<file path="config.mk">
export PLATFORM = sky130hd
export DESIGN_NAME = uart_regctl
export DESIGN_NICKNAME = d
export VERILOG_FILES = /design/src/rtl/uart_regctl_pkg.sv /design/src/rtl/uart_cmd_dec.sv /design/src/rtl/uart_rx_fifo.sv /design/src/rtl/uart_tx_hold.sv /design/src/rtl/uart_regctl.sv
export SDC_FILE = /design/constraint.sdc
export NUM_CORES = 1
export LEC_CHECK = 0
export BUFFER_PORTS_ARGS = -buffer_cell sky130_fd_sc_hd__buf_2
export CAP_MARGIN = 20
export CORE_ASPECT_RATIO = 1.1
export CORE_MARGIN = 2
export CORE_UTILIZATION = 50
export CTS_BUF_LIST = sky130_fd_sc_hd__clkbuf_4 sky130_fd_sc_hd__clkbuf_8
export CTS_CLUSTER_SIZE = 30
export DETAILED_ROUTE_END_ITERATION = 10
export PLACE_DENSITY = 0.74
export SLEW_MARGIN = 20
export SYNTH_ARGS = -nofsm -noshare
export SYNTH_HDL_FRONTEND = slang
export SYNTH_HIERARCHICAL = 1
export SYNTH_SLANG_ARGS = --single-unit
</file>
<file path="constraint.sdc">
create_clock -name clk_i -period 2.9 [get_ports clk_i]
set_clock_uncertainty 0.1 [all_clocks]
set_input_delay 0.58 -clock clk_i [delete_from_list [all_inputs] [get_ports clk_i]]
set_output_delay 0.58 -clock clk_i [all_outputs]
set_load 0.05 [all_outputs]
</file>
<file path="src/rtl/uart_regctl_pkg.sv">
package uart_regctl_pkg;
  localparam int unsigned OFS_W = 6;

  localparam logic [OFS_W-1:0] OFS_MODE = 6'h00;
  localparam logic [OFS_W-1:0] OFS_STAT = 6'h04;
  localparam logic [OFS_W-1:0] OFS_CMD  = 6'h08;
  localparam logic [OFS_W-1:0] OFS_DATA = 6'h0C;
  localparam logic [OFS_W-1:0] OFS_AUX  = 6'h10;
  localparam logic [OFS_W-1:0] OFS_INT  = 6'h14;
  localparam logic [OFS_W-1:0] OFS_DIVH = 6'h18;
  localparam logic [OFS_W-1:0] OFS_DIVL = 6'h1C;

  localparam int unsigned ST_RXRDY = 0;
  localparam int unsigned ST_FULL  = 1;
  localparam int unsigned ST_TXRDY = 2;
  localparam int unsigned ST_TXEMP = 3;

  localparam int unsigned IS_TX  = 0;
  localparam int unsigned IS_RX  = 1;
  localparam int unsigned IS_BRK = 2;

  localparam int unsigned MODE_RXSRC = 6;

  typedef enum logic [2:0] {
    MISC_NOP     = 3'd0,
    MISC_PTR_CLR = 3'd1,
    MISC_RX_RST  = 3'd2,
    MISC_TX_RST  = 3'd3,
    MISC_ERR_CLR = 3'd4,
    MISC_BRK_CLR = 3'd5,
    MISC_BRK_ON  = 3'd6,
    MISC_BRK_OFF = 3'd7
  } misc_e;

  typedef enum logic [1:0] {
    DIR_NOP  = 2'd0,
    DIR_ON   = 2'd1,
    DIR_OFF  = 2'd2,
    DIR_RSVD = 2'd3
  } dir_e;

  typedef struct packed {
    logic ptr_clr;
    logic rx_rst;
    logic tx_rst;
    logic brk_clr;
    dir_e tx_act;
    dir_e rx_act;
  } cmd_t;
endpackage

</file>
<file path="src/rtl/uart_cmd_dec.sv">
module uart_cmd_dec
  import uart_regctl_pkg::*;
(
  input  logic [7:0] cmd_i,
  output cmd_t       dec_o
);
  misc_e misc;

  always_comb begin
    misc          = misc_e'(cmd_i[6:4]);
    dec_o         = '0;
    dec_o.tx_act  = dir_e'(cmd_i[3:2]);
    dec_o.rx_act  = dir_e'(cmd_i[1:0]);
    unique case (misc)
      MISC_PTR_CLR: dec_o.ptr_clr = 1'b1;
      MISC_RX_RST:  dec_o.rx_rst  = 1'b1;
      MISC_TX_RST:  dec_o.tx_rst  = 1'b1;
      MISC_BRK_CLR: dec_o.brk_clr = 1'b1;
      default:      ;
    endcase
  end
endmodule

</file>
<file path="src/rtl/uart_rx_fifo.sv">
module uart_rx_fifo #(
  parameter int unsigned DEPTH  = 4,
  parameter int unsigned DATA_W = 8,
  localparam int unsigned CNT_W = $clog2(DEPTH + 1),
  localparam int unsigned IDX_W = (DEPTH > 1) ? $clog2(DEPTH) : 1
) (
  input  logic              clk_i,
  input  logic              rst_ni,
  input  logic              flush_i,
  input  logic              push_i,
  input  logic              force_i,
  input  logic [DATA_W-1:0] push_data_i,
  input  logic              pop_i,
  output logic [DATA_W-1:0] head_o,
  output logic [CNT_W-1:0]  count_o,
  output logic              empty_o,
  output logic              full_o
);
  localparam logic [CNT_W-1:0] DEPTH_C = CNT_W'(DEPTH);

  logic [DATA_W-1:0] mem_q [DEPTH];
  logic [CNT_W-1:0]  cnt_q, cnt_pop, cnt_n;
  logic              pop_eff, do_push, at_full;
  logic [IDX_W-1:0]  wr_idx;

  assign empty_o = (cnt_q == '0);
  assign full_o  = (cnt_q == DEPTH_C);
  assign count_o = cnt_q;
  assign head_o  = empty_o ? '0 : mem_q[0];

  always_comb begin
    pop_eff = pop_i && !empty_o;
    cnt_pop = cnt_q - CNT_W'(pop_eff);
    at_full = (cnt_pop == DEPTH_C);
    // overwrite of newest entry only on forced push into a full buffer
    do_push = push_i && (!at_full || force_i);
    wr_idx  = at_full ? IDX_W'(DEPTH - 1) : IDX_W'(cnt_pop);
    cnt_n   = cnt_pop + CNT_W'(do_push && !at_full);
    if (flush_i) cnt_n = '0;
  end

  for (genvar g = 0; g < DEPTH; g++) begin : g_slot
    logic [DATA_W-1:0] shift_in;
    if (g == DEPTH - 1) begin : g_last
      assign shift_in = '0;
    end else begin : g_mid
      assign shift_in = mem_q[g+1];
    end
    always_ff @(posedge clk_i or negedge rst_ni) begin
      if (!rst_ni) begin
        mem_q[g] <= '0;
      end else if (do_push && wr_idx == IDX_W'(g)) begin
        mem_q[g] <= push_data_i;
      end else if (pop_eff) begin
        mem_q[g] <= shift_in;
      end
    end
  end

  always_ff @(posedge clk_i or negedge rst_ni) begin
    if (!rst_ni) cnt_q <= '0;
    else         cnt_q <= cnt_n;
  end

  AST_FIFO_BOUND: assert property (@(posedge clk_i) disable iff (!rst_ni)
    cnt_q <= DEPTH_C);
  AST_FIFO_FLUSH: assert property (@(posedge clk_i) disable iff (!rst_ni)
    flush_i |=> empty_o);
endmodule

</file>
<file path="src/rtl/uart_tx_hold.sv">
module uart_tx_hold #(
  parameter int unsigned DATA_W = 8
) (
  input  logic              clk_i,
  input  logic              rst_ni,
  input  logic              load_i,
  input  logic [DATA_W-1:0] load_data_i,
  input  logic              drop_i,
  input  logic              en_i,
  output logic              tx_valid_o,
  output logic [DATA_W-1:0] tx_data_o,
  input  logic              tx_ready_i,
  output logic              empty_o
);
  logic              pend_q;
  logic [DATA_W-1:0] data_q;

  assign tx_valid_o = pend_q && en_i;
  assign tx_data_o  = data_q;
  assign empty_o    = !pend_q;

  always_ff @(posedge clk_i or negedge rst_ni) begin
    if (!rst_ni) begin
      pend_q <= 1'b0;
      data_q <= '0;
    end else begin
      if (load_i) data_q <= load_data_i;
      if (drop_i)                       pend_q <= 1'b0;
      else if (load_i)                  pend_q <= 1'b1;
      else if (tx_valid_o && tx_ready_i) pend_q <= 1'b0;
    end
  end

  AST_TX_DATA_HELD: assert property (@(posedge clk_i) disable iff (!rst_ni)
    (tx_valid_o && !tx_ready_i && !load_i && !drop_i) |=> $stable(tx_data_o));
  AST_TX_EMPTY_ON_ACCEPT: assert property (@(posedge clk_i) disable iff (!rst_ni)
    (tx_valid_o && tx_ready_i && !load_i) |=> empty_o);
endmodule

</file>
<file path="src/rtl/uart_regctl.sv">
module uart_regctl
  import uart_regctl_pkg::*;
#(
  parameter int unsigned ADDR_W      = 8,
  parameter int unsigned FIFO_DEPTH  = 4,
  parameter logic [7:0]  DIV_HI_INIT = 8'h00,
  parameter logic [7:0]  DIV_LO_INIT = 8'h1A,
  localparam int unsigned CNT_W      = $clog2(FIFO_DEPTH + 1)
) (
  input  logic              clk_i,
  input  logic              rst_ni,
  input  logic              req_i,
  input  logic              we_i,
  input  logic [ADDR_W-1:0] addr_i,
  input  logic [7:0]        wdata_i,
  output logic [7:0]        rdata_o,
  input  logic              rx_valid_i,
  input  logic [7:0]        rx_data_i,
  output logic              rx_ready_o,
  input  logic              brk_i,
  output logic              tx_valid_o,
  output logic [7:0]        tx_data_o,
  input  logic              tx_ready_i,
  output logic              irq_o
);
  logic [OFS_W-1:0] ofs;
  logic             wr, rd, cmd_wr, mode_wr, data_wr, mask_wr, data_rd;
  cmd_t             dec;

  logic [7:0] mode_q [2];
  logic       ptr_q;
  logic [7:0] imr_q;
  logic       tx_en_q, rx_en_q, dbrk_q;
  logic       tx_en_n, rx_en_n;

  logic [7:0]       fifo_head;
  logic [CNT_W-1:0] fifo_cnt;
  logic             fifo_empty, fifo_full;
  logic             tx_empty;
  logic             rx_push;
  logic [7:0]       status, isr;

  assign ofs     = addr_i[OFS_W-1:0];
  assign wr      = req_i && we_i;
  assign rd      = req_i && !we_i;
  assign cmd_wr  = wr && (ofs == OFS_CMD);
  assign mode_wr = wr && (ofs == OFS_MODE);
  assign data_wr = wr && (ofs == OFS_DATA);
  assign mask_wr = wr && (ofs == OFS_INT);
  assign data_rd = rd && (ofs == OFS_DATA);

  uart_cmd_dec u_dec (
    .cmd_i (wdata_i),
    .dec_o (dec)
  );

  // misc first, then transmitter field, then receiver field
  always_comb begin
    tx_en_n = tx_en_q;
    rx_en_n = rx_en_q;
    if (cmd_wr) begin
      if (dec.tx_rst) tx_en_n = 1'b0;
      if (dec.rx_rst) rx_en_n = 1'b0;
      if (dec.tx_act == DIR_ON)  tx_en_n = 1'b1;
      if (dec.tx_act == DIR_OFF) tx_en_n = 1'b0;
      if (dec.rx_act == DIR_ON)  rx_en_n = 1'b1;
      if (dec.rx_act == DIR_OFF) rx_en_n = 1'b0;
    end
  end

  always_ff @(posedge clk_i or negedge rst_ni) begin
    if (!rst_ni) begin
      mode_q[0] <= '0;
      mode_q[1] <= '0;
      ptr_q     <= 1'b0;
      imr_q     <= '0;
      tx_en_q   <= 1'b0;
      rx_en_q   <= 1'b0;
      dbrk_q    <= 1'b0;
    end else begin
      tx_en_q <= tx_en_n;
      rx_en_q <= rx_en_n;
      if (mode_wr) begin
        mode_q[ptr_q] <= wdata_i;
        ptr_q         <= 1'b1;
      end else if (cmd_wr && dec.ptr_clr) begin
        ptr_q <= 1'b0;
      end
      if (mask_wr) imr_q <= wdata_i;
      dbrk_q <= (dbrk_q && !(cmd_wr && dec.brk_clr)) || brk_i;
    end
  end

  assign rx_ready_o = rx_en_q && !fifo_full && !brk_i;
  assign rx_push    = brk_i || (rx_valid_i && rx_ready_o);

  uart_rx_fifo #(
    .DEPTH  (FIFO_DEPTH),
    .DATA_W (8)
  ) u_fifo (
    .clk_i       (clk_i),
    .rst_ni      (rst_ni),
    .flush_i     (cmd_wr && dec.rx_rst),
    .push_i      (rx_push),
    .force_i     (brk_i),
    .push_data_i (brk_i ? 8'h00 : rx_data_i),
    .pop_i       (data_rd),
    .head_o      (fifo_head),
    .count_o     (fifo_cnt),
    .empty_o     (fifo_empty),
    .full_o      (fifo_full)
  );

  uart_tx_hold #(
    .DATA_W (8)
  ) u_tx (
    .clk_i       (clk_i),
    .rst_ni      (rst_ni),
    .load_i      (data_wr),
    .load_data_i (wdata_i),
    .drop_i      (cmd_wr && dec.tx_rst),
    .en_i        (tx_en_q),
    .tx_valid_o  (tx_valid_o),
    .tx_data_o   (tx_data_o),
    .tx_ready_i  (tx_ready_i),
    .empty_o     (tx_empty)
  );

  always_comb begin
    status           = '0;
    status[ST_RXRDY] = !fifo_empty;
    status[ST_FULL]  = fifo_full;
    status[ST_TXRDY] = tx_en_q;
    status[ST_TXEMP] = tx_empty;
    isr              = '0;
    isr[IS_TX]       = status[ST_TXRDY];
    isr[IS_RX]       = mode_q[0][MODE_RXSRC] ? status[ST_FULL] : status[ST_RXRDY];
    isr[IS_BRK]      = dbrk_q;
  end

  assign irq_o = |(isr & imr_q);

  always_comb begin
    rdata_o = '0;
    if (rd) begin
      unique case (ofs)
        OFS_MODE: rdata_o = mode_q[ptr_q];
        OFS_STAT: rdata_o = status;
        OFS_DATA: rdata_o = fifo_head;
        OFS_INT:  rdata_o = isr;
        OFS_DIVH: rdata_o = DIV_HI_INIT;
        OFS_DIVL: rdata_o = DIV_LO_INIT;
        default:  rdata_o = '0;
      endcase
    end
  end

  AST_MODE_PTR_ADV: assert property (@(posedge clk_i) disable iff (!rst_ni)
    mode_wr |=> ptr_q);
  AST_IRQ_MASKED: assert property (@(posedge clk_i) disable iff (!rst_ni)
    (imr_q == '0) |-> !irq_o);
  AST_RX_OFF_NO_GROW: assert property (@(posedge clk_i) disable iff (!rst_ni)
    (!rx_en_q && !brk_i) |=> (fifo_cnt <= $past(fifo_cnt)));
  AST_BRK_FLAG_SET: assert property (@(posedge clk_i) disable iff (!rst_ni)
    brk_i |=> isr[IS_BRK]);
  AST_RX_READY_NOT_FULL: assert property (@(posedge clk_i) disable iff (!rst_ni)
    rx_ready_o |-> (fifo_cnt < CNT_W'(FIFO_DEPTH)));
endmodule

</file>
Word level (Yosys, flattened, before mapping). Index checks and enable logic that the tools add are counted.

Flip-flop bits (word level): 72. RAM bits: 0. Memories: 0. Logic and storage cells: 123. Output and inout bits: 19. Latch bits: 0. ROM bits: 0. Input port bits: 31.

$add $sub $neg: 2. Mux-type cells: 36. Equality and inequality tests: 18. Bitwise logic cells: 2. Reductions and logical operators: 49. Divide/modulo/power cells: 0. Magnitude comparators: 2. Multiply operators: 0. Shift operators: 0.

Operators with widths (number): $mux W8 (15); $pmux W8 S5 (1); $logic_and A1 B1 Y1 (25); $bwmux W16 (1); $mux W1 (16); $eq A6 B4 Y1 const B (2); $eq A6 B5 Y1 const B (2); $reduce_bool A2 Y1 (5); $eq A3 B3 Y1 const B (3); $reduce_bool A3 Y1 (3); $and A3 B8 Y8 (1); $demux W8 S1 (1); $eq A2 B2 Y1 const B (4); $reduce_or A8 Y1 (1); $logic_not A1 Y1 (7); $eq A2 B1 Y1 const B (3); $eq A3 B2 Y1 const B (2); $eq A6 B3 Y1 const B (1); $logic_not A6 Y1 (1); $reduce_and A2 Y1 (2); $add A3 B1 Y3 (1); $eq A3 B1 Y1 const B (1); $logic_not A3 Y1 (1); $logic_or A1 B1 Y1 (3); 7 further kinds (7).

Depth between registers and ports, before layout. Gate-level depths: netlist of the first run.

Word-level depth: 12. Depth in mapped cells: 14.

By module. Netlist of the first run, hierarchy kept.

Modules (own cells, without submodules): uart_rx_fifo (area an instance 1793.0 sq um, cells each 165, times used 1); uart_regctl (area an instance 1415.1 sq um, cells each 134, times used 1); uart_tx_hold (area an instance 352.8 sq um, cells each 23, times used 1); uart_cmd_dec (area an instance 65.1 sq um, cells each 8, times used 1).

Worst setup path after synthesis of the first run. Ideal clock, no wire load.

Kind: in2reg. Start: input addr_i[1]. End: register u_fifo.cnt_q[1], in the netlist u_fifo/count_o[1]. Stages on the path: 13. Slack: -0.574 ns. Buffers on the path: 2. Library setup time: 0.119 ns. Data required time: 2.681 ns. Arrival time: 3.255 ns. Path through: or4b_1 -> clkbuf_1 -> nor4b_4 -> o31ai_4 -> buf_6 -> inv_1 -> ha_1 -> ha_1 -> xor2_1 -> a31oi_1 -> ha_1 -> ha_1 -> nor2b_1.

Word-level cells in the longest chain between the ends: 11. Elaborated cells on any way between the ends: 14. Those cells by class: add/sub: 2; eq/ne: 3; mux: 1; reduce/logical: 8.

Ends and longest elaborated chain: start, declared (line uart_regctl.sv:14) `input logic [ADDR_W-1:0] addr_i,`; $eq A6 B4 Y1 * (line uart_regctl.sv:50) `assign data_rd = rd && (ofs == OFS_DATA);`; $logic_and A1 B1 Y1 * (line uart_regctl.sv:50); via data_rd (line uart_regctl.sv:27) `logic wr, rd, cmd_wr, mode_wr, data_wr, mask_wr, data_rd;`; $logic_and A1 B1 Y1 * (line uart_rx_fifo.sv:32) `pop_eff = pop_i && !empty_o;`; $sub A3 B1 Y3 * (line uart_rx_fifo.sv:33) `cnt_pop = cnt_q - CNT_W'(pop_eff);`; $eq A3 B3 Y1 (line uart_rx_fifo.sv:34) `at_full = (cnt_pop == DEPTH_C);`; $logic_not A1 Y1 (line uart_rx_fifo.sv:36, uart_rx_fifo.sv:38); $logic_or A1 B1 Y1 (line uart_rx_fifo.sv:36) `do_push = push_i && (!at_full || force_i);`; $logic_and A1 B1 Y1 (line uart_rx_fifo.sv:36); $logic_and A1 B1 Y1 (line uart_rx_fifo.sv:38) `cnt_n = cnt_pop + CNT_W'(do_push && !at_full);`; $add A3 B1 Y3 * (line uart_rx_fifo.sv:38); $mux W3 * (line uart_rx_fifo.sv:39) `if (flush_i) cnt_n = '0;`; via u_fifo.cnt_n[1] (line uart_rx_fifo.sv:22) `logic [CNT_W-1:0] cnt_q, cnt_pop, cnt_n;`; end signal, assigned (line uart_rx_fifo.sv:62) `else cnt_q <= cnt_n;`; end, declared (line uart_rx_fifo.sv:22).

The timed path passes the listed nets; every way through them passes the cells marked *. A chain may end at the register's enable or synchronous reset.

Final worst setup path of the first run.
Start: input addr_i[1]. End: output rdata_o[7].

Word-level cells in the longest chain between the ends: 3. Elaborated cells on any way between the ends: 7. Those cells by class: eq/ne: 4; mux: 2; reduce/logical: 1.

Ends and longest elaborated chain: $eq A6 B5 Y1 (tied with other cells) (line uart_regctl.sv:146) `unique case (ofs)`; $pmux W8 S5 * (line uart_regctl.sv:146); $mux W8 * (line uart_regctl.sv:145) `if (rd) begin`; end, declared (line uart_regctl.sv:16) `output logic [7:0] rdata_o,`.

Every way passes the cells marked *; elsewhere a longest branch is shown, timed or not.

==> impl_results.md, run 1 <==
* CP bufs+invs at 3
* Rel. slew slack at 64.9%
* Crit. End Element: primary output
* Synth warn at 6
* DP Area at 4180 µm²
* DRT antenna net count at 0
* DRC violations left at 0
* Initial antenna violation count at 0
* CTS tree: built
* Setup violations, final at 0
* Syn_nets at 365
* Initial Util at 51.8%
* Endpoints failing hold at 0
* Total track usage at 20.5%
* Mapped Cells at 330
* Post-synthesis cell type count at 49
* CP Cell Sequence: buf_2 -> or4b_4 -> nor4b_4 -> buf_4 -> nand2_2 -> o21ai_1 -> buf_6
* # nets final at 431
* Area growth, synth to finish at 22.0%
* WL final at 7.69 mm
* Routed vias/inst at 5.35
* Crit Path Max Fanout at 3
* TritonRoute pass-1 iters at 4
* Sw Share at 33.2%
* Post-DP HPWL at 5.50 mm
* Die Y at 93.3 µm
* Vias in the first global route at 2681
* Total CTS buffers at 9
* Port Buf Inserts at 47
* Post-route cell area at 4420 µm²
* Req. time, crit path at 2220 ps
* Comb pwr share at 31.2%
* VDD IR max at 0.498 mV
* CP startpoint kind: input pin
* Clock slew at reported path FFs at 70 ps
* Fin crit share at 97.8%
* Die ar. at 7950 µm²
* # diodes at 0
* FP Rows at 32
* Seq/Total Area, Yosys at 46.2%
* Core area at 7010 µm²
* CTS max path bufs at 2
* Crit Path Class: in2out
* Clock share of power at 25.3%
* Clk root buf: clkbuf_8
* Hold WS at 131 ps
* Syn_area_per_cell at 11.0 µm²
* Initial drt markers at 75
* Clk_lat worst skew at 350 ps
* Pins Over Slew Limit at 0
* RSZ-0062 raised after global routing: yes
* Max cap viols at 0
* Int Pwr at 2110 µW
* Pwr dens at 714 nW/µm²
* Most frequent cells in the layout: 67 x dfrtp_1, 45 x mux2i_1, 43 x buf_2
* Reg power frac at 43.4%
* Post-synth ARST share at 100%
* H-Tree Depth at 3
* Commonest non-fill, non-tap cell in the layout: dfrtp_1
* Top FF cell, synth: dfrtp_1
* Yosys reg bits at 67
* Fraction of layout cells with a size suffix above 1 at 39.4%
* First-pass GRT wire length at 12.8 mm
* Synthesized area at 3630 µm²
* Tmin final at 2840 ps
* CTS sink count at 67
* Worst Max-Slew Pin Slew at 524 ps
* Io pins at 50
* Vias at 2602
* Max Freq at 353 MHz
* Outcome: complete, no violations
* Die W at 85.2 µm
* CP peak stage delay at 550 ps
* EDFF count, synth at 0
* Slowest-stage cell, CP: or4b_4
* WP data arrival at 2160 ps
* Routed len/inst at 15.8 µm
* Critical path's top delay family: simple AND/OR/NAND/NOR gates
* RD Place Congestion at 0.794
* Largest net degree at the start of global routing at 68
* Leak at 0.00230 µW
* GRT overflow at 0
* Setup TNS at 0 ps
* Worst min-delay path category: in2async
* Post-CTS Hold Fix Bufs at 0
* Switch Pwr at 1050 µW
[stage by stage]
step | total power (µW) | worst slack [ps] | cells | utilization [%]
after floorplan | 2080 | -446 | 330 | -
after global placement | 2320 | -297 | 469 | 59.6
after detailed placement | 2370 | -338 | 469 | 59.6
after CTS | 3170 | 9.42 | 485 | 62.6
after global routing | 3360 | -42.8 | 486 | 63.1
final | 3160 | 63.6 | 486 | 63.1
[synth_stat cells (5+ instances only)]
cell type	number	share of area (%)
a21oi_1	21	2.9
nor2b_1	20	3.5
mux2_2	31	9.6
dfrtp_1	67	46
clkbuf_1	7	0.72
inv_1	17	1.8
nor2_1	22	2.3
mux2i_1	45	12
nand2_1	21	2.2
o21ai_0	9	1.2
nand2b_1	5	0.86
buf_2	5	0.69
[repair_timing]
action | CTS | global route
setup buffers | 0 | 1
hold endpoints to repair | 0 | 0
endpoints found under the setup margin | 4 | 7
resized for setup | 4 | 8
pin swaps | 1 | 4
[area by class of cell]
cell class / instances / area [µm²]
fillers: 571 / 2580
multi-input cells: 225 / 1850
flip-flops and latches: 67 / 1680
repair buffers: 75 / 517
clock buffers: 10 / 138
well taps: 85 / 106
inverters: 18 / 70.1
clock inverters: 6 / 65.1
[power groups by stage]
stage | Combinational [µW] | Clock [µW] | Sequential [µW]
CTS | 984 | 813 | 1370
floorplan | 715 | 0 | 1370
global route | 1110 | 852 | 1400
finish | 986 | 801 | 1370
detailed placement | 982 | 0 | 1390
global placement | 945 | 0 | 1380
[sequential cells by signal, indices dropped and copies added (netlist names)]
signal / count
dbrk_q: 1
imr_q: 3
mode_q: 16
ptr_q: 1
rx_en_q: 1
tx_en_q: 1
u_fifo/count_o: 3
u_fifo/g_slot.shift_in: 24
u_fifo/mem_q: 8
u_tx/pend_q: 1
u_tx/tx_data_o: 8
[cells by family (layout without fill, tap and decap cells)]
group                    count (synthesis)  count (layout)  synth area share, %
AO/OA/AOI/OAI                           46              46                 8.11
AND/OR/NAND/NOR                         96              96                 15.9
buffers and inverters                   38             109                 5.56
adder cells (fa/ha/maj)                  4               4                 1.38
flip-flops                              67              67                 46.2
multiplexers                            76              76                 22.0
XOR/XNOR                                 3               3                0.725
[metal layers]
layer | routed length (µm) | share of wire, % | global-route usage, % | vias up
met1 | 3520 | 46 | 25.9 | 1260
met3 | 315 | 4.1 | 5.12 | 12
met5 | 0 | 0 | 0 | -
met4 | 150 | 1.9 | 7.94 | 0
li1 | - | - | - | 1279
met2 | 3700 | 48 | 34.0 | 51
[path summary, 6_finish.rpt]
path	cells past startpoint	slack (ps)	start	end
worst max-delay path	7	60	addr_i[1]	rdata_o[7]
worst min-delay path	2	130	rst_ni	imr_q[1]
worst max register to register	9	630	u_fifo/count_o[1]	u_fifo/count_o[1]
worst min register to register	1	390	rx_en_q	rx_en_q
max in group asynchronous	2	2260	rst_ni	u_fifo/mem_q[25]
min in group clk_i	2	320	tx_ready_i	u_tx/pend_q
Note: power is estimated with default switching activity, not from simulation.
==> run 2, diff against run 1 <==
--- a/config.mk
+++ b/config.mk
@@ -13,7 +13,9 @@
 export CTS_BUF_LIST = sky130_fd_sc_hd__clkbuf_4 sky130_fd_sc_hd__clkbuf_8
 export CTS_CLUSTER_SIZE = 30
 export DETAILED_ROUTE_END_ITERATION = 10
+export HOLD_SLACK_MARGIN = 0.06
 export PLACE_DENSITY = 0.74
+export SETUP_SLACK_MARGIN = 0.3
 export SLEW_MARGIN = 20
 export SYNTH_ARGS = -nofsm -noshare
 export SYNTH_HDL_FRONTEND = slang
==> constraint.sdc (replaced) <==
create_clock -name clk_i -period 3.25 [get_ports clk_i]
set_clock_uncertainty 0.1 [all_clocks]
set_input_delay 0.65 -clock clk_i [delete_from_list [all_inputs] [get_ports clk_i]]
set_output_delay 0.65 -clock clk_i [all_outputs]
set_load 0.05 [all_outputs]
==> impl_results.md, run 2 (synthesized netlist as in run 1, its figures left out) <==
* Worst min-delay path category: in2async (unchanged)
* First-pass GRT wire length at 13.3 mm (was 12.8 mm)
* Total CTS buffers at 9 (unchanged)
* Crit. End Element: primary output (unchanged)
* Worst Max-Slew Pin Slew at 669 ps (was 524 ps)
* Setup WS post-layout at 267 ps (was 63.6 ps)
* Rel. slew slack at 55.4% (was 64.9%)
* Post-DP HPWL at 5.38 mm (was 5.50 mm)
* R2R depth at 9 (unchanged)
* Worst R2R End: u_fifo/count_o[1] (unchanged)
* Endpoints failing hold at 0 (unchanged)
* # nets final at 421 (was 431)
* Pwr dens at 677 nW/µm² (was 714 nW/µm²)
* Worst R2R Setup Slack at 940 ps (was 630 ps)
* Clk_lat worst skew at 340 ps (was 350 ps)
* WP data arrival at 2230 ps (was 2160 ps)
* DRT antenna net count at 0 (unchanged)
* Leak at 0.00231 µW (was 0.00230 µW)
* Hold WS at 237 ps (was 131 ps)
* FP Rows at 32 (unchanged)
* Post-CTS Hold Fix Bufs at 0 (unchanged)
* DP Area at 4100 µm² (was 4180 µm²)
* Clk root buf: clkbuf_8 (unchanged)
* Post-route cell area at 4470 µm² (was 4420 µm²)
* Setup TNS at 0 ps (unchanged)
* Setup violations, final at 0 (unchanged)
* Io pins at 50 (unchanged)
* Commonest non-fill, non-tap cell in the layout: dfrtp_1 (unchanged)
* Worst R2R Start: u_fifo/count_o[1] (unchanged)
* Die ar. at 7950 µm² (unchanged)
* Fraction of layout cells with a size suffix above 1 at 39.9% (was 39.4%)
* Largest net degree at the start of global routing at 33 (was 68)
* Initial antenna violation count at 0 (unchanged)
* VDD IR max at 0.390 mV (was 0.498 mV)
* Worst Setup SP: addr_i[5] (was addr_i[1])
* Outcome: complete, no violations (unchanged)
* CP startpoint kind: input pin (unchanged)
* H-Tree Depth at 3 (unchanged)
* Routed vias/inst at 5.52 (was 5.35)
* Max Freq at 335 MHz
* Crit Path Class: in2out (unchanged)
* Core area at 7010 µm² (unchanged)
* # diodes at 0 (unchanged)
* Pins Over Slew Limit at 0 (unchanged)
* Dpl ws at -110 ps (was -338 ps)
* RSZ-0062 raised after global routing: yes (unchanged)
* Routed len/inst at 16.4 µm (was 15.8 µm)
* Total track usage at 21.5% (was 20.5%)
* Vias in the first global route at 2733 (was 2681)
* WL final at 7.80 mm (was 7.69 mm)
* Fillcell total at 553 (was 571)
* TritonRoute pass-1 iters at 4 (unchanged)
* Die W at 85.2 µm (unchanged)
* Tmin final at 2980 ps
* Die Y at 93.3 µm (unchanged)
* Initial Util at 51.8% (unchanged)
* RD Place Congestion at 0.855 (was 0.794)
* Clock slew at reported path FFs at 70 ps (about the same)
* CTS max path bufs at 2 (unchanged)
* Area growth, synth to finish at 23.3% (was 22.0%)
* GRT overflow at 0 (unchanged)
* DRC violations left at 0 (unchanged)
* Most frequent cells in the layout: 66 x dfrtp_1, 45 x mux2i_1, 41 x buf_2 (was 67 x dfrtp_1, 45 x mux2i_1, 43 x buf_2)
* CTS sink count at 67 (unchanged)
* Initial drt markers at 119 (was 75)
* Fin crit share at 91.8%
* Number of flip-flops under the largest register name at 24 (unchanged)
* Port Buf Inserts at 47 (unchanged)
* Max cap viols at 0 (unchanged)
* CTS tree: built (unchanged)
* Vias at 2626 (was 2602)
* Crit Path Max Fanout at 3 (unchanged)
* Req. time, crit path at 2500 ps (was 2220 ps)
[run 2: cell count changes in the layout (fill, tap and decap cells not counted), sizes merged]
cell and change:
clkbuf +2, clkinv -3, clkinvlp -1, bufinv +2
buf -10
[run 2: area by class of cell]
type                       count  area [µm²]  area share [%]
clock buffer                  12         165            3.70
timing repair buffer          65         445            9.97
clock inverter                 4        95.1            2.13
inverter                      18        70.1            1.57
sequential                    67        1680            37.5
tap                           85         106            2.38
multi-input combinational    225        1910            42.7
[run 2: worst max path at each step]
stage | end | slack [ps] | depth (start not counted)
after detailed placement | u_fifo/count_o[1] | -110 | 12
after floorplan | u_fifo/count_o[1] | -170 | 13
after global placement | u_fifo/count_o[1] | -50 | 12
final | rdata_o[7] | 270 | 7
after CTS | rdata_o[6] | 300 | 7
after global routing | u_fifo/count_o[2] | 250 | 13
[run 2: worst max-delay path, cell delays in order]
cell	delay, ps
buf_6	90
or4b_4	560
nor4b_4	410
buf_4	210
nand2_4	50
o21ai_2	70
buf_6	180
[run 2: where the power goes]
part	leakage [µW]	total [µW]	internal, µW	switching, µW
combinational	0.00132	906	448	457
clock	0.000133	889	572	317
sequential	0.000858	1230	1070	160
total	0.00231	3030	2090	934
[run 2: timing repair]
item                       4_1_cts  5_1_grt
pin swaps                        2        7
gates resized for setup         10       12
buffers inserted                 0        1
cloned                           0        0
setup endpoints to repair        6        6
[run 2: per-layer routing]
metal | global-route usage [%] | wire [µm] | vias up
met3 | 5.03 | 393 | 14
li1 | - | - | 1258
met1 | 27.3 | 3410 | 1286
met2 | 35.6 | 3830 | 68
met4 | 8.33 | 167 | 0
met5 | 0 | 0 | -
[run 2: through the flow]
step	total power, µW	std cells	utilization (%)
global route	3220	476	63.8
finish	3030	476	63.8
detailed placement	2100	459	58.6
CTS	3000	475	62.7
floorplan	1860	330	-
global placement	2050	459	58.6
